<file path="config.mk">
export PLATFORM = sky130hd
export DESIGN_NAME = gpioBank
export DESIGN_NICKNAME = d
export VERILOG_FILES = /design/src/rtl/gpioPkg.sv /design/src/rtl/gpioCtrl.sv /design/src/rtl/gpioDatapath.sv /design/src/rtl/gpioBank.sv
export SDC_FILE = /design/constraint.sdc
export NUM_CORES = 1
export LEC_CHECK = 0
export BUFFER_PORTS_ARGS = -buffer_cell sky130_fd_sc_hd__buf_2
export CORE_MARGIN = 2
export CORE_UTILIZATION = 45
export DETAILED_ROUTE_END_ITERATION = 12
export HOLD_SLACK_MARGIN = 0.12
export PLACE_DENSITY = 0.85
export REMOVE_ABC_BUFFERS = 1
export SLEW_MARGIN = 20
export SYNTH_ARGS = -nofsm -noshare
export SYNTH_HDL_FRONTEND = slang
export SYNTH_HIERARCHICAL = 1
export SYNTH_SLANG_ARGS = --single-unit
</file>
<file path="constraint.sdc">
create_clock -name clk -period 3.08 [get_ports clk]
set_clock_uncertainty 0.1 [all_clocks]
set_input_delay 0.462 -clock clk [delete_from_list [all_inputs] [get_ports clk]]
set_output_delay 0.462 -clock clk [all_outputs]
set_load 0.05 [all_outputs]
</file>
<file path="src/rtl/gpioPkg.sv">
package gpioPkg;

  localparam int ADDR_W = 3;

  typedef enum logic [ADDR_W-1:0] {
    REG_USE   = 3'd0,
    REG_DIR   = 3'd1,
    REG_LVL   = 3'd2,
    REG_STS   = 3'd3,
    REG_BLINK = 3'd4,
    REG_ROUTE = 3'd5,
    REG_DIV   = 3'd6,
    REG_NONE  = 3'd7
  } regAddrT;

  typedef struct packed {
    logic wrUse;
    logic wrDir;
    logic wrLvl;
    logic wrClr;
    logic wrBlink;
    logic wrRoute;
    logic wrDiv;
    logic sampleTick;
    logic blinkToggle;
  } strobesT;

endpackage

</file>
<file path="src/rtl/gpioCtrl.sv">
module gpioCtrl
  import gpioPkg::*;
#(
  parameter int DIV_W = 8
) (
  input  logic              clk,
  input  logic              rstN,
  input  logic [ADDR_W-1:0] addr,
  input  logic              wrEn,
  input  logic              runTick,
  input  logic              rtcTick,
  input  logic              sleepMode,
  input  logic [DIV_W-1:0]  blinkDiv,
  output strobesT           strb
);

  localparam logic [DIV_W:0] ONE = {{DIV_W{1'b0}}, 1'b1};

  regAddrT          regSel;
  logic [DIV_W-1:0] tickCnt;
  logic             tickNow;
  logic             wrapNow;

  assign regSel  = regAddrT'(addr);
  assign tickNow = sleepMode ? rtcTick : runTick;
  assign wrapNow = ({1'b0, tickCnt} + ONE) >= {1'b0, blinkDiv};

  always_comb begin
    strb             = '0;
    strb.sampleTick  = tickNow;
    if (wrEn) begin
      unique case (regSel)
        REG_USE:   strb.wrUse   = 1'b1;
        REG_DIR:   strb.wrDir   = 1'b1;
        REG_LVL:   strb.wrLvl   = 1'b1;
        REG_STS:   strb.wrClr   = 1'b1;
        REG_BLINK: strb.wrBlink = 1'b1;
        REG_ROUTE: strb.wrRoute = 1'b1;
        REG_DIV:   strb.wrDiv   = 1'b1;
        default:   ;
      endcase
    end
    strb.blinkToggle = tickNow & wrapNow & ~strb.wrDiv;
  end

  always_ff @(posedge clk or negedge rstN) begin
    if (!rstN) begin
      tickCnt <= '0;
    end else if (strb.wrDiv) begin
      tickCnt <= '0;
    end else if (tickNow) begin
      tickCnt <= wrapNow ? '0 : tickCnt + 1'b1;
    end
  end

  AST_WR_ONEHOT: assert property (@(posedge clk) disable iff (!rstN)
    $onehot0({strb.wrUse, strb.wrDir, strb.wrLvl, strb.wrClr,
              strb.wrBlink, strb.wrRoute, strb.wrDiv}));

  AST_TICK_SOURCE: assert property (@(posedge clk) disable iff (!rstN)
    ((sleepMode && !rtcTick) || (!sleepMode && !runTick)) |-> !strb.sampleTick);

  AST_COUNT_BOUND: assert property (@(posedge clk) disable iff (!rstN)
    (blinkDiv != '0 && $stable(blinkDiv)) |-> (tickCnt < blinkDiv));

endmodule

</file>
<file path="src/rtl/gpioDatapath.sv">
module gpioDatapath
  import gpioPkg::*;
#(
  parameter int             W          = 32,
  parameter int             DIV_W      = 8,
  parameter logic [W-1:0]   IN_MASK    = 32'h1B00_0000,
  parameter logic [W-1:0]   OUT_MASK   = 32'h1BF0_0000,
  parameter logic [W-1:0]   OD_MASK    = 32'h0040_0000,
  parameter logic [W-1:0]   BLINK_MASK = 32'h0200_0000,
  parameter logic [W-1:0]   LVL_RST    = 32'h0020_0000,
  parameter logic [DIV_W-1:0] DIV_RST  = 8'd4
) (
  input  logic              clk,
  input  logic              rstN,
  input  strobesT           strb,
  input  logic [ADDR_W-1:0] addr,
  input  logic [W-1:0]      wrData,
  input  logic [W-1:0]      pinIn,
  output logic [W-1:0]      rdData,
  output logic [W-1:0]      padOut,
  output logic [W-1:0]      padOe,
  output logic [W-1:0]      gpioSel,
  output logic              sciEvent,
  output logic              smiEvent,
  output logic [DIV_W-1:0]  blinkDiv
);

  localparam logic [W-1:0] IMPL_MASK = IN_MASK | OUT_MASK;

  logic [W-1:0]     useReg, dirReg, lvlReg, stsReg, blinkReg, routeReg;
  logic [W-1:0]     prevSmp, clrVec, setVec, eligible, driveEn;
  logic [DIV_W-1:0] divReg;
  logic             phase;

  assign eligible = IN_MASK & useReg & dirReg;
  assign clrVec   = strb.wrClr ? (wrData & IN_MASK) : '0;
  assign setVec   = strb.sampleTick ? (pinIn & prevSmp & eligible) : '0;

  always_ff @(posedge clk or negedge rstN) begin
    if (!rstN) begin
      useReg   <= '0;
      dirReg   <= IN_MASK;
      lvlReg   <= LVL_RST & OUT_MASK;
      stsReg   <= '0;
      blinkReg <= '0;
      routeReg <= '0;
      prevSmp  <= '0;
      divReg   <= DIV_RST;
      phase    <= 1'b0;
    end else begin
      if (strb.wrUse)   useReg   <= wrData & IMPL_MASK;
      if (strb.wrDir)   dirReg   <= wrData & IN_MASK;
      if (strb.wrLvl)   lvlReg   <= wrData & OUT_MASK;
      if (strb.wrBlink) blinkReg <= wrData & BLINK_MASK;
      if (strb.wrRoute) routeReg <= wrData & IN_MASK;
      if (strb.wrDiv)   divReg   <= wrData[DIV_W-1:0];
      if (strb.sampleTick) prevSmp <= pinIn & IN_MASK;
      stsReg <= (stsReg & ~clrVec) | setVec;
      if (strb.wrDiv)            phase <= 1'b0;
      else if (strb.blinkToggle) phase <= ~phase;
    end
  end

  assign driveEn = useReg & OUT_MASK & ~dirReg;

  for (genvar i = 0; i < W; i++) begin : g_pad
    if (!OUT_MASK[i]) begin : g_absent
      assign padOut[i] = 1'b0;
      assign padOe[i]  = 1'b0;
    end else if (OD_MASK[i]) begin : g_drain
      assign padOut[i] = 1'b0;
      assign padOe[i]  = driveEn[i] & ~lvlReg[i];
    end else if (BLINK_MASK[i]) begin : g_blink
      assign padOut[i] = (blinkReg[i] & lvlReg[i]) ? phase : lvlReg[i];
      assign padOe[i]  = driveEn[i];
    end else begin : g_push
      assign padOut[i] = lvlReg[i];
      assign padOe[i]  = driveEn[i];
    end
  end

  assign gpioSel  = useReg;
  assign blinkDiv = divReg;
  assign sciEvent = |(stsReg & ~routeReg);
  assign smiEvent = |(stsReg & routeReg);

  always_comb begin
    unique case (regAddrT'(addr))
      REG_USE:   rdData = useReg;
      REG_DIR:   rdData = dirReg;
      REG_LVL:   rdData = lvlReg;
      REG_STS:   rdData = stsReg;
      REG_BLINK: rdData = blinkReg;
      REG_ROUTE: rdData = routeReg;
      REG_DIV:   rdData = {{(W-DIV_W){1'b0}}, divReg};
      default:   rdData = '0;
    endcase
  end

  AST_STS_STICKY: assert property (@(posedge clk) disable iff (!rstN)
    (($past(stsReg) & ~$past(clrVec) & ~stsReg) == '0));

  AST_STS_ON_TICK: assert property (@(posedge clk) disable iff (!rstN)
    ((stsReg & ~$past(stsReg)) != '0) |-> $past(strb.sampleTick));

  AST_STS_TWO_SAMPLES: assert property (@(posedge clk) disable iff (!rstN)
    ((stsReg & ~$past(stsReg) & ~$past(prevSmp)) == '0));

  AST_RD_UNIMPL: assert property (@(posedge clk) disable iff (!rstN)
    (regAddrT'(addr) != REG_DIV) |-> ((rdData & ~IMPL_MASK) == '0));

  AST_DRAIN_NO_HIGH: assert property (@(posedge clk) disable iff (!rstN)
    ((padOe & padOut & OD_MASK) == '0));

  AST_EVENT_SOURCE: assert property (@(posedge clk) disable iff (!rstN)
    (sciEvent || smiEvent) |-> (stsReg != '0));

endmodule

</file>
<file path="src/rtl/gpioBank.sv">
module gpioBank
  import gpioPkg::*;
#(
  parameter int               W          = 32,
  parameter int               DIV_W      = 8,
  parameter logic [W-1:0]     IN_MASK    = 32'h1B00_0000,
  parameter logic [W-1:0]     OUT_MASK   = 32'h1BF0_0000,
  parameter logic [W-1:0]     OD_MASK    = 32'h0040_0000,
  parameter logic [W-1:0]     BLINK_MASK = 32'h0200_0000,
  parameter logic [W-1:0]     LVL_RST    = 32'h0020_0000,
  parameter logic [DIV_W-1:0] DIV_RST    = 8'd4
) (
  input  logic         clk,
  input  logic         rstN,
  input  logic [2:0]   addr,
  input  logic         wrEn,
  input  logic [W-1:0] wrData,
  output logic [W-1:0] rdData,
  input  logic         runTick,
  input  logic         rtcTick,
  input  logic         sleepMode,
  input  logic [W-1:0] pinIn,
  output logic [W-1:0] padOut,
  output logic [W-1:0] padOe,
  output logic [W-1:0] gpioSel,
  output logic         sciEvent,
  output logic         smiEvent
);

  strobesT          strb;
  logic [DIV_W-1:0] blinkDiv;

  gpioCtrl #(.DIV_W(DIV_W)) i_ctrl (
    .clk       (clk),
    .rstN      (rstN),
    .addr      (addr),
    .wrEn      (wrEn),
    .runTick   (runTick),
    .rtcTick   (rtcTick),
    .sleepMode (sleepMode),
    .blinkDiv  (blinkDiv),
    .strb      (strb)
  );

  gpioDatapath #(
    .W(W), .DIV_W(DIV_W), .IN_MASK(IN_MASK), .OUT_MASK(OUT_MASK),
    .OD_MASK(OD_MASK), .BLINK_MASK(BLINK_MASK), .LVL_RST(LVL_RST),
    .DIV_RST(DIV_RST)
  ) i_data (
    .clk      (clk),
    .rstN     (rstN),
    .strb     (strb),
    .addr     (addr),
    .wrData   (wrData),
    .pinIn    (pinIn),
    .rdData   (rdData),
    .padOut   (padOut),
    .padOe    (padOe),
    .gpioSel  (gpioSel),
    .sciEvent (sciEvent),
    .smiEvent (smiEvent),
    .blinkDiv (blinkDiv)
  );

endmodule

</file>
## Word level (Yosys, flattened, before mapping)

Cells that the tools add are included.

- Word-level logic and storage cells: 60
- Register bits after elaboration: 78
- Output and inout port bits: 130

- Reduce and logical (&&, ||, !) cells: 5
- Bitwise operators: 18
- Mux-type cells: 18
- $add $sub $neg: 2
- Equal/unequal tests: 6
- Magnitude comparators: 1

Operators with widths:

| cell | number |
|---|---|
| 32-bit case mux with 7 select lines | 1 |
| 32-bit bitwise AND | 3 |
| 32-bit by 29-bit bitwise AND with 32-bit output | 2 |
| 32-bit OR reduction | 2 |
| 29-bit bitwise AND | 2 |
| 32-bit two-way mux | 1 |
| 29-bit inverter with 32-bit output | 1 |
| 32-bit inverter | 1 |
| 32-bit bitwise OR | 1 |
| 29-bit two-way mux | 1 |
| 29-bit inverter | 1 |
| 8-bit two-way mux | 3 |
| 1-bit two-way mux | 11 |
| 8-bit by 1-bit adder with 9-bit output (second input constant) | 1 |
| 3-bit == test (second input constant) | 3 |
| 9-bit by 8-bit >= comparator with 1-bit output | 1 |
| 8-bit by 1-bit adder with 8-bit output (second input constant) | 1 |
| 7-bit two-way mux | 1 |
| 3-bit by 2-bit == test with 1-bit output (second input constant) | 2 |
| 1-bit bitwise AND | 4 |
| 2-bit nonzero test | 2 |
| 3-bit by 1-bit == test with 1-bit output (second input constant) | 1 |
| 3-bit logical NOT | 1 |
| 1-bit inverter | 3 |

## Depth between registers and ports, before layout

Gate-level depths: netlist of run 1.

- Word-level depth: 7
- Gate-level depth with buffers: 11

## Cells and area by module

The synthesis of run 1 kept the hierarchy.

By module, submodules not included:

| module | instances | sequential area each (sq um) | cells each | area an instance (sq um) |
|---|---|---|---|---|
| gpioDatapath | 1 | 1058.5 | 259 | 2720.1 |
| gpioCtrl | 1 | 200.2 | 95 | 870.8 |

## Worst setup path after synthesis of run 1

OpenSTA, ideal clock, no wires.

- Kind: in2out
- Start: in addr[0]
- End: out rdData[27]
- Setup slack: 0.396 ns
- Path buffers: 2
- Stages on the path: 5
- Required time: 2.518 ns
- Data arrival time: 2.122 ns
- Cell sequence: buf_6 -> buf_2 -> nor2_1 -> a22oi_1 -> o21ai_0

- Word-level cells in the longest chain between the ends: 2

Ends and longest elaborated chain:

| element | RTL line | source |
|---|---|---|
| start: declaration | gpioBank.sv:15 | `input logic [2:0] addr,` |
| 3-bit == test (tied with other cells) | gpioDatapath.sv:88 | `unique case (regAddrT'(addr))` |
| 32-bit case mux with 7 select lines (*) | gpioDatapath.sv:88 |  |
| end: declaration | gpioBank.sv:18 | `output logic [W-1:0] rdData,` |

Every way passes the cells marked *; elsewhere a longest branch is shown, timed or not.

==> results of run 1 <==
[kinds of logic after synthesis]
| group | after synthesis | synth area share, % |
|---|---|---|
| simple gates | 71 | 11.5 |
| compound gates | 45 | 9.30 |
| other cells | 1 | 0.104 |
| mux | 46 | 14.6 |
| fa+ha+maj | 9 | 3.14 |
| xor+xnor | 7 | 1.92 |
| buf+inv | 125 | 24.5 |
| flops | 50 | 35.1 |
[cell usage in the layout, fill, tap and decap left out, types with 2 or more instances in the layout]
cell type / instances
sky130_fd_sc_hd__a32o_1: 3
sky130_fd_sc_hd__o21ai_0: 11
sky130_fd_sc_hd__and3_4: 2
sky130_fd_sc_hd__nor2_1: 6
sky130_fd_sc_hd__a22oi_1: 6
sky130_fd_sc_hd__dfstp_2: 6
sky130_fd_sc_hd__ha_1: 9
sky130_fd_sc_hd__xnor2_1: 2
sky130_fd_sc_hd__a21oi_1: 8
sky130_fd_sc_hd__a21o_1: 2
sky130_fd_sc_hd__conb_1: 89
sky130_fd_sc_hd__buf_2: 68
sky130_fd_sc_hd__a211o_1: 3
sky130_fd_sc_hd__nand3_1: 10
sky130_fd_sc_hd__and3_1: 6
sky130_fd_sc_hd__nor3_1: 6
sky130_fd_sc_hd__xor2_1: 4
sky130_fd_sc_hd__nand2_1: 16
sky130_fd_sc_hd__nor2b_1: 6
sky130_fd_sc_hd__clkbuf_8: 6
sky130_fd_sc_hd__a211oi_2: 2
sky130_fd_sc_hd__buf_4: 4
sky130_fd_sc_hd__o21ai_1: 3
sky130_fd_sc_hd__mux2i_1: 8
sky130_fd_sc_hd__inv_1: 14
sky130_fd_sc_hd__dfrtp_1: 44
sky130_fd_sc_hd__nand2b_1: 2
sky130_fd_sc_hd__and2_1: 9
sky130_fd_sc_hd__mux2_2: 36
[routing by layer]
| layer | routed length, microns | track usage, % | up-vias |
|---|---|---|---|
| li1 | - | - | 1139 |
| met1 | 2930 | 19.9 | 1169 |
| met2 | 3420 | 27.2 | 107 |
| met3 | 456 | 3.79 | 6 |
| met4 | 50 | 3.06 | 0 |
| met5 | 0 | 0 | - |
[worst min-delay path by stage]
stage	to	slack, ns
floorplan	i_ctrl/tickCnt[0]$_DFFE_PN0P_	0.07
global placement	i_ctrl/tickCnt[1]$_DFFE_PN0P_	0.39
detailed placement	i_data/prevSmp[25]$_DFFE_PN0P_	0.41
CTS	i_data/blinkDiv[0]$_DFFE_PN0P_	0.27
global route	i_data/blinkDiv[1]$_DFFE_PN0P_	0.27
finish	i_data/blinkDiv[1]$_DFFE_PN0P_	0.28
[worst max-delay path, stage by stage (launching register included)]
cell and delay, ns:
sky130_fd_sc_hd__dfrtp_1 0.45, sky130_fd_sc_hd__ha_1 0.27, sky130_fd_sc_hd__and3_1 0.27, sky130_fd_sc_hd__and3_4 0.22
sky130_fd_sc_hd__xor2_1 0.14, sky130_fd_sc_hd__ha_1 0.29, sky130_fd_sc_hd__a21o_1 0.20, sky130_fd_sc_hd__a221oi_4 0.33
sky130_fd_sc_hd__a31oi_1 0.17, sky130_fd_sc_hd__xnor2_1 0.16, sky130_fd_sc_hd__nor2_1 0.06
[power by group through the flow]
stage	combinational, W	clock [W]	sequential (W)
floorplan	0.000829	0	0.00113
finish	0.00123	0.000498	0.000982
global placement	0.00121	0	0.000977
CTS	0.00124	0.000509	0.000981
detailed placement	0.00123	0	0.000991
global route	0.00132	0.000542	0.00101
[flip-flops by register name, summed over array words and instances, names as in the netlist]
signal	cells
i_data/lvlReg	8
i_data/stsReg	4
i_data/prevSmp	4
i_data/routeReg	4
i_data/phase	1
i_data/dirReg	4
i_data/gpioSel	8
i_ctrl/tickCnt	8
i_data/blinkReg	1
i_data/blinkDiv	8
[through the flow]
| stage | hold slack (ns) | total power (W) | worst slack (ns) |
|---|---|---|---|
| 2_1_floorplan | 0.0664 | 0.00196 | 0.376 |
| 3_3_place_gp | 0.390 | 0.00219 | 0.371 |
| 3_5_place_dp | 0.406 | 0.00222 | 0.311 |
| 4_1_cts | 0.272 | 0.00273 | 0.288 |
| 5_1_grt | 0.265 | 0.00287 | 0.134 |
| 6_report | 0.277 | 0.00271 | 0.320 |
[synthesized netlist by cell type, drive strengths merged (2+ instances only)]
| master | n |
|---|---|
| a211o | 3 |
| a211oi | 2 |
| a21o | 3 |
| a21oi | 8 |
| a22oi | 6 |
| a32o | 3 |
| and2 | 9 |
| and3 | 8 |
| buf | 107 |
| clkbuf | 4 |
| dfrtp | 44 |
| dfstp | 6 |
| ha | 9 |
| inv | 14 |
| mux2 | 37 |
| mux2i | 8 |
| nand2 | 16 |
| nand2b | 2 |
| nand3 | 12 |
| nor2 | 6 |
| nor2b | 6 |
| nor3 | 6 |
| o21ai | 14 |
| xnor2 | 3 |
| xor2 | 4 |
[layout make-up]
class	instances	area, sq um
fill	733	4000
multi-input combinational	267	1780
sequential	50	1260
timing repair buffer	73	380
tap	102	128
clock buffer	6	82.6
inverter	14	52.6
clock inverter	2	38.8
==> results.cfg, run 1 <==
[worst_hold_path]
hold_path_class = in2reg
min_delay_path_depth = 2
min-delay-start = wrData[1]

[drt]
dr_total_vias = 2421
drt_pass1_iterations = 4
drt-vias-per-instance = 4.71
drcViolationCount = 0
avgRoutedWirePerCell_microns = 13.3
drt_first_iter_violations = 96
postRouteAntennaNets = 0
totalWireLength_mm = 6.86

[worst_setup_path]
start_kind = flop
cp-end-kind = flop
setup.worst_path.class = reg2reg
timing.rr.start = i_ctrl/tickCnt[0]$_DFFE_PN0P_
endpoint_of_the_worst_setup_timing_path = i_data/phase$_DFFE_PN0P_
r2r_setup_slack_ns = 0.32
worst_ep_arrival_time_ns = 2.85
worst-path-max-fanout = 5
r2r-end = i_data/phase$_DFFE_PN0P_
setup.worst_path.start = i_ctrl/tickCnt[0]$_DFFE_PN0P_
crit_required_ns = 3.17
worst_reg_to_reg_cells = 10

[floorplan]
die_area_sq_um = 8710
placeableCoreArea_sq_um = 7730
die_h_microns = 93.3
ios = 203
die-width_microns = 93.3
starting_density_of_the_core_pct = 46.5
std_cell_rows = 32

[pwr]
p_leak_nw = 1.95
irDropWorstVdd_mv = 0.478
clock_power_share_pct = 18.3
seq_power_share_pct = 36.2
power.share.switching_pct = 47.3
combinationalPowerShare_pct = 45.5
power_per_cell_area_nw_per_um2 = 729
power.switching_w = 0.00128
cellInternalPower_w = 0.00143

[placed_design]
detailed_place.area_sq_um = 3590
place.detailed.hpwl_mm = 5.01
placement.io_buffers = 69
globalplace.congestion = 0.860
placedCellCount = 505

[flow_run]
maxCapViolations = 0

[cts]
clock_latency_ns = 0.31
cts-htree-levels = 2
post_cts_buffers = 0
cts.repair.resized = 0
cts.path.max_buffers = 2
root_buffer = sky130_fd_sc_hd__clkbuf_8
cts.clk_slew.worst_paths_ns = 0.09
tritoncts.num_buffers = 5
clock-sinks = 50
cts_hold_repair.buffers = 0
cts_tree = yes

[global_routing]
maximum_number_of_pins_on_one_net_before_global_route_repair = 51
first_global_vias = 2181
grt_use_total_pct = 15.7
globalRouteOverflowTotal = 0
grt_antenna_before_repair = 0
grt_first_pass_wirelength_mm = 10.7

[timing]
report.final.slew_viol_count = 0
period_utilization_pct = 89.6
post-route-min-period_ns = 2.76
timing.slew.headroom_pct = 57.8
tightest_slew_ns = 0.633
clock.fmax_mhz = 362
timing.final.hold_violations = 0
rsz_0062_raised_after_global_routing = false
timing.final.setup_violations = 0
total_negative_setup_slack_ns = 0

[outcome]
outcome = complete, no violations

[final_layout]
layout-drive-gt1-share_pct = 33.0
design_area_sq_um = 3720
syn_to_final_growth_pct = 3.73
num-nets-final = 493
postLayoutCoreUtil_pct = 48.2
antenna_cells = 0
post_layout_nonfiller_instances = 514

[synth]
ys_seq_area_share_pct = 35.1
ys_warn_count = 6
postSynthAreaPerCell_sq_um = 10.1
yosys.area.top_type = sky130_fd_sc_hd__dfrtp_1
synth_largest_type_area_fraction_pct = 30.7
postSynthRegisterBits = 50
dominantRegCellSynth = sky130_fd_sc_hd__dfrtp_1
synth-edff-count = 0
synthesis.instances = 354
ys_types = 48
synth.cell_area_sq_um = 3590
synth_area_leaders = sky130_fd_sc_hd__dfrtp_1, sky130_fd_sc_hd__buf_4, sky130_fd_sc_hd__mux2_2, sky130_fd_sc_hd__dfstp_2, sky130_fd_sc_hd__ha_1
async_reset_ff_share_pct = 100
(Power assumes the default switching activity.)
==> inputs of run 2 (changes only) <==
--- a/config.mk
+++ b/config.mk
@@ -5,6 +5,7 @@
 export SDC_FILE = /design/constraint.sdc
 export NUM_CORES = 1
 export LEC_CHECK = 0
+export ABC_AREA = 1
 export BUFFER_PORTS_ARGS = -buffer_cell sky130_fd_sc_hd__buf_2
 export CORE_MARGIN = 2
 export CORE_UTILIZATION = 45
==> run 2 against run 1 <==
Register-to-register slack improved by 0.32 ns. Cell area increased by 0.40%. Clock power decreased by 13%. Largest power group unchanged.
==> results.cfg, run 2 <==
[drt]
postRouteAntennaNets = 0
avgRoutedWirePerCell_microns = 11.3
drcViolationCount = 0
drt-vias-per-instance = 4.48
drt_pass1_iterations = 4
totalWireLength_mm = 7.13
dr_total_vias = 2815
drt_first_iter_violations = 119

[timing]
timing.final.hold_violations = 0
post-route-min-period_ns = 2.44
period_utilization_pct = 79.2
timing.final.setup_violations = 0
tightest_slew_ns = 0.644
setup_slack_ns = 0.640
timing.slew.headroom_pct = 56.8
clock.fmax_mhz = 410
rsz_0062_raised_after_global_routing = false
report.final.slew_viol_count = 0
total_negative_setup_slack_ns = 0

[synth]
async_reset_ff_share_pct = 100
synth_area_leaders = sky130_fd_sc_hd__dfrtp_1, sky130_fd_sc_hd__buf_4, sky130_fd_sc_hd__nand2_1, sky130_fd_sc_hd__inv_1, sky130_fd_sc_hd__o21ai_0
synth.cell_area_sq_um = 3610
synth_top_cells_by_count = sky130_fd_sc_hd__buf_4, sky130_fd_sc_hd__nand2_1, sky130_fd_sc_hd__inv_1
ys_warn_count = 6
postSynthRegisterBits = 50
yosys.area.top_type = sky130_fd_sc_hd__dfrtp_1
synthesis.instances = 465
postSynthAreaPerCell_sq_um = 7.76
synth_largest_type_area_fraction_pct = 30.5
ys_types = 32
ys_seq_area_share_pct = 34.9
dominantRegCellSynth = sky130_fd_sc_hd__dfrtp_1
synth-edff-count = 0

[global_routing]
first_global_vias = 2574
grt_first_pass_wirelength_mm = 11.4
grt_antenna_before_repair = 0
globalRouteOverflowTotal = 0
maximum_number_of_pins_on_one_net_before_global_route_repair = 51
grt_use_total_pct = 16.2

[placed_design]
detailed_place.area_sq_um = 3620
place.detailed.hpwl_mm = 5.38
placement.io_buffers = 69
globalplace.congestion = 0.863
placement.setup.worst_slack_ns = 0.664
placedCellCount = 620

[cts]
post_cts_buffers = 0
cts_tree = yes
root_buffer = sky130_fd_sc_hd__clkbuf_8
cts.path.max_buffers = 2
cts.repair.resized = 0
cts-htree-levels = 2
clock_latency_ns = 0.31
cts_hold_repair.buffers = 0
tritoncts.num_buffers = 5
cts.clk_slew.worst_paths_ns = 0.10
clock-sinks = 50

[final_layout]
most_common_library_cell_in_the_layout_ignoring_fill_and_taps = sky130_fd_sc_hd__nand2_1
postLayoutCoreUtil_pct = 48.4
num-nets-final = 608
design_area_sq_um = 3740
post_layout_nonfiller_instances = 629
antenna_cells = 0
layout-drive-gt1-share_pct = 20.5
layout_common_cells = sky130_fd_sc_hd__nand2_1, sky130_fd_sc_hd__conb_1, sky130_fd_sc_hd__buf_2
syn_to_final_growth_pct = 3.68

[floorplan]
die-width_microns = 93.5
ios = 203
std_cell_rows = 32
starting_density_of_the_core_pct = 46.7
die_h_microns = 93.5
placeableCoreArea_sq_um = 7730
die_area_sq_um = 8750

[worst_setup_path]
start_kind = flop
crit_required_ns = 3.21
path_common_cell = sky130_fd_sc_hd__nand2_1
crit_path_top_delay_cell = sky130_fd_sc_hd__dfrtp_1
critical-path-max-stage-delay_ns = 0.44
worst-path-max-fanout = 9
worst_ep_arrival_time_ns = 2.57
cp-end-kind = flop
setup.worst_path.class = reg2reg
critical_path.cell_chain = ha_1, nand3_2, xor2_1, inv_1, ha_1, nand2_1, inv_1, nand3_1, nand3_1, nand2_1, nand2_1, nand2_2, a21oi_1, o21bai_1, a21oi_1

[outcome]
outcome = complete, no violations

[pwr]
p_leak_nw = 2.10
irDropWorstVdd_mv = 0.452
power_per_cell_area_nw_per_um2 = 684

[worst_hold_path]
hold_path_class = in2reg

[flow_run]
maxCapViolations = 0
[run 2: cell count changes after synthesis, sizes merged, moves of 13 or more]
cell	change
nand3	+13
nor2	+30
nand4	+15
inv	+47
o21ai	+21
mux2	-30
nand2	+85
[run 2: power by group]
part / total [W] / switching, W / internal (W) / leakage, nW
Clock: 0.000434 / 0.000227 / 0.000206 / 0.0544
Sequential: 0.000948 / 0.000132 / 0.000817 / 0.611
Combinational: 0.00118 / 0.000916 / 0.000261 / 1.44
[run 2: critical path, delay by kind of cell (launching register included)]
kind / cells / cell delay (ns)
simple gates: 7 / 0.52
compound gates: 3 / 0.39
flops: 1 / 0.44
xor+xnor: 1 / 0.22
buf+inv: 2 / 0.13
fa+ha+maj: 2 / 0.54
[run 2: final cells by class]
cell class	instances	area, sq um
Clock inverter	1	8.76
Sequential cell	50	1260
Inverter	61	241
Multi-Input combinational cell	336	1630
Clock buffer	7	96.3
Fill cell	743	3990
Tap cell	102	128
Timing Repair Buffer	72	373
[run 2: final timing paths]
kind	endpoint	start	cells after the start	slack, ns
max	i_data/phase$_DFFE_PN0P_	i_ctrl/tickCnt[0]$_DFFE_PN0P_	15	0.64
min in group asynchronous	i_ctrl/tickCnt[1]$_DFFE_PN0P_	rstN	2	0.63
max reg2reg	i_data/phase$_DFFE_PN0P_	i_ctrl/tickCnt[0]$_DFFE_PN0P_	15	0.64
min reg2reg	i_data/phase$_DFFE_PN0P_	i_data/phase$_DFFE_PN0P_	1	0.38
min	i_data/blinkDiv[3]$_DFFE_PN0P_	wrData[3]	3	0.25
max in group asynchronous	i_ctrl/tickCnt[7]$_DFFE_PN0P_	rstN	2	1.83
[run 2: kinds of logic after synthesis]
kind of cell	Yosys count	share of synthesized area (%)
multiplexers	7	2.19
XOR/XNOR	5	1.42
AO/OA/AOI/OAI	45	7.01
other	1	0.104
AND/OR/NAND/NOR	181	22.3
adder cells (fa/ha/maj)	9	3.12
flip-flops	50	34.9
buffers and inverters	167	29.0
[run 2: routing by layer]
metal / GRT usage (%) / wire [microns] / vias to the layer above
met1: 19.7 / 2960 / 1289
li1: - / - / 1398
met4: 4.47 / 97 / 0
met5: 0 / 0 / -
met3: 3.30 / 461 / 10
met2: 29.0 / 3610 / 118
[run 2: per-stage QoR]
step,total power [W],hold slack (ns)
floorplan,0.00188,0.0664
global placement,0.00210,0.368
detailed placement,0.00214,0.363
CTS,0.00257,0.247
global route,0.00272,0.244
finish,0.00256,0.253
==> inputs of run 3 (changes only) <==
==> constraint.sdc (replaced) <==
create_clock -name clk -period 2.5 [get_ports clk]
set_clock_uncertainty 0.1 [all_clocks]
set_input_delay 0.375 -clock clk [delete_from_list [all_inputs] [get_ports clk]]
set_output_delay 0.375 -clock clk [all_outputs]
set_load 0.05 [all_outputs]
==> run 3 against run 2 <==
Sequential share of layout area is 0.23 points lower. Register-to-register slack worse by 0.43 ns. Sequential power is 22% higher. Clock-buffer cell count is 2 lower. Combinational power is 26% higher. Routed wire length is 4.2% higher. Maximum frequency is 6.3% higher. Non-clock buffer count is 5 higher. Setup slack worse by 0.43 ns. Critical path depth stayed put. Highest routed layer unchanged.
==> results.cfg, run 3 (synthesis gave the netlist of run 2 again) <==
[outcome]
outcome = complete, no violations

[drt]
dr_total_vias = 2908
drt_pass1_iterations = 4
postRouteAntennaNets = 0
drt_first_iter_violations = 140
drcViolationCount = 0
totalWireLength_mm = 7.43
drt-vias-per-instance = 4.59
avgRoutedWirePerCell_microns = 11.7

[placed_design]
place.detailed.hpwl_mm = 5.68
placedCellCount = 624
placement.io_buffers = 69
globalplace.congestion = 0.857
detailed_place.area_sq_um = 3650

[flow_run]
maxCapViolations = 0

[pwr]
power_per_cell_area_nw_per_um2 = 833
p_total_w = 0.00314
p_leak_nw = 2.12
irDropWorstVdd_mv = 0.513

[worst_hold_path]
timing.hold.worst_endpoint = i_data/blinkDiv[3]$_DFFE_PN0P_
min-delay-start = wrData[3]
hold_path_class = in2reg
min_delay_path_depth = 3

[timing]
period_utilization_pct = 91.8
total_negative_setup_slack_ns = 0
timing.slew.headroom_pct = 56.9
timing.final.setup_violations = 0
rsz_0062_raised_after_global_routing = false
report.final.slew_viol_count = 0
timing.final.hold_violations = 0
clock.fmax_mhz = 436
finalHoldWorstSlack_ns = 0.154
tightest_slew_ns = 0.647
post-route-min-period_ns = 2.30

[global_routing]
grt_antenna_before_repair = 0
maximum_number_of_pins_on_one_net_before_global_route_repair = 51
first_global_vias = 2650
globalRouteOverflowTotal = 0
grt_first_pass_wirelength_mm = 11.6
grt_use_total_pct = 16.6

[cts]
clock-sinks = 50
clock_latency_ns = 0.32
tritoncts.num_buffers = 5
cts.path.max_buffers = 2
cts.clk_slew.worst_paths_ns = 0.10
root_buffer = sky130_fd_sc_hd__clkbuf_8
cts-htree-levels = 2
cts_tree = yes

[final_layout]
syn_to_final_growth_pct = 4.51
num-nets-final = 613
most_common_library_cell_in_the_layout_ignoring_fill_and_taps = sky130_fd_sc_hd__nand2_1
antenna_cells = 0
layout-drive-gt1-share_pct = 21.8
design_area_sq_um = 3770
post_layout_nonfiller_instances = 634
layout_common_cells = sky130_fd_sc_hd__nand2_1, sky130_fd_sc_hd__conb_1, sky130_fd_sc_hd__buf_2

[worst_setup_path]
worst_reg_to_reg_cells = 15
r2r_setup_slack_ns = 0.20
r2r-end = i_data/phase$_DFFE_PN0P_
crit_required_ns = 2.63
cp-end-kind = flop
worst_ep_arrival_time_ns = 2.43
start_kind = flop
setup.worst_path.start = i_ctrl/tickCnt[0]$_DFFE_PN0P_
timing.rr.start = i_ctrl/tickCnt[0]$_DFFE_PN0P_
setup.worst_path.class = reg2reg
worst-path-max-fanout = 4

[floorplan]
std_cell_rows = 32
ios = 203
starting_density_of_the_core_pct = 46.7
die_area_sq_um = 8750
die_h_microns = 93.5
placeableCoreArea_sq_um = 7730
die-width_microns = 93.5
-- run 3: critical path, stage by stage (launching register included) --
cell,delay [ns]
sky130_fd_sc_hd__dfrtp_2,0.42
sky130_fd_sc_hd__ha_1,0.24
sky130_fd_sc_hd__nand3_2,0.14
sky130_fd_sc_hd__xor2_2,0.17
sky130_fd_sc_hd__inv_1,0.06
sky130_fd_sc_hd__ha_1,0.29
sky130_fd_sc_hd__nand2_1,0.05
sky130_fd_sc_hd__inv_1,0.06
sky130_fd_sc_hd__nand3_1,0.06
sky130_fd_sc_hd__nand3_1,0.08
sky130_fd_sc_hd__nand2_1,0.05
sky130_fd_sc_hd__nand2_1,0.06
sky130_fd_sc_hd__nand2_2,0.08
sky130_fd_sc_hd__a21oi_2,0.15
sky130_fd_sc_hd__o21bai_1,0.07
sky130_fd_sc_hd__a21oi_1,0.11
-- run 3: metrics by stage --
step	setup WS, ns	util, %
finish	0.205	48.8
global route	0.0226	48.8
CTS	0.109	48.5
detailed placement	0.139	47.3
global placement	0.212	47.3
floorplan	0.188	-
-- run 3: area by class of cell --
| class | instances | area, sq um |
|---|---|---|
| Tap cell | 102 | 128 |
| Clock inverter | 3 | 18.8 |
| Inverter | 61 | 241 |
| Sequential cell | 50 | 1260 |
| Timing Repair Buffer | 77 | 408 |
| Clock buffer | 5 | 68.8 |
| Fill cell | 742 | 3960 |
| Multi-Input combinational cell | 336 | 1650 |
-- run 3: how the worst max path moves through the flow --
stage,depth (start not counted),end
after floorplan,2,rdData[20]
after global placement,15,i_data/phase$_DFFE_PN0P_
after detailed placement,15,i_data/phase$_DFFE_PN0P_
after CTS,15,i_data/phase$_DFFE_PN0P_
after global routing,15,i_data/phase$_DFFE_PN0P_
final,15,i_data/phase$_DFFE_PN0P_
-- run 3: routing by layer --
layer	global-route usage [%]	vias up	routed length, microns
met5	0	-	0
met4	5.56	0	126
met3	3.55	12	573
met2	30.3	138	3810
met1	19.2	1350	2920
li1	-	1408	-
-- run 3: power by group --
part	internal (W)	total, W	switching [W]	leakage (nW)
Clock	0.000198	0.000484	0.000286	0.0483
Combinational	0.000341	0.00149	0.00115	1.46
Sequential	0.00101	0.00116	0.000155	0.610
Total	0.00155	0.00314	0.00159	2.12
-- run 3: timing repair --
| action | 4_1_cts | 5_1_grt |
|---|---|---|
| endpoints found under the hold margin | 44 | 0 |
| gates resized for setup | 0 | 3 |
| setup buffers | 0 | 1 |
| endpoints found under the setup margin | 0 | 7 |
| hold buffers | 1 | 0 |
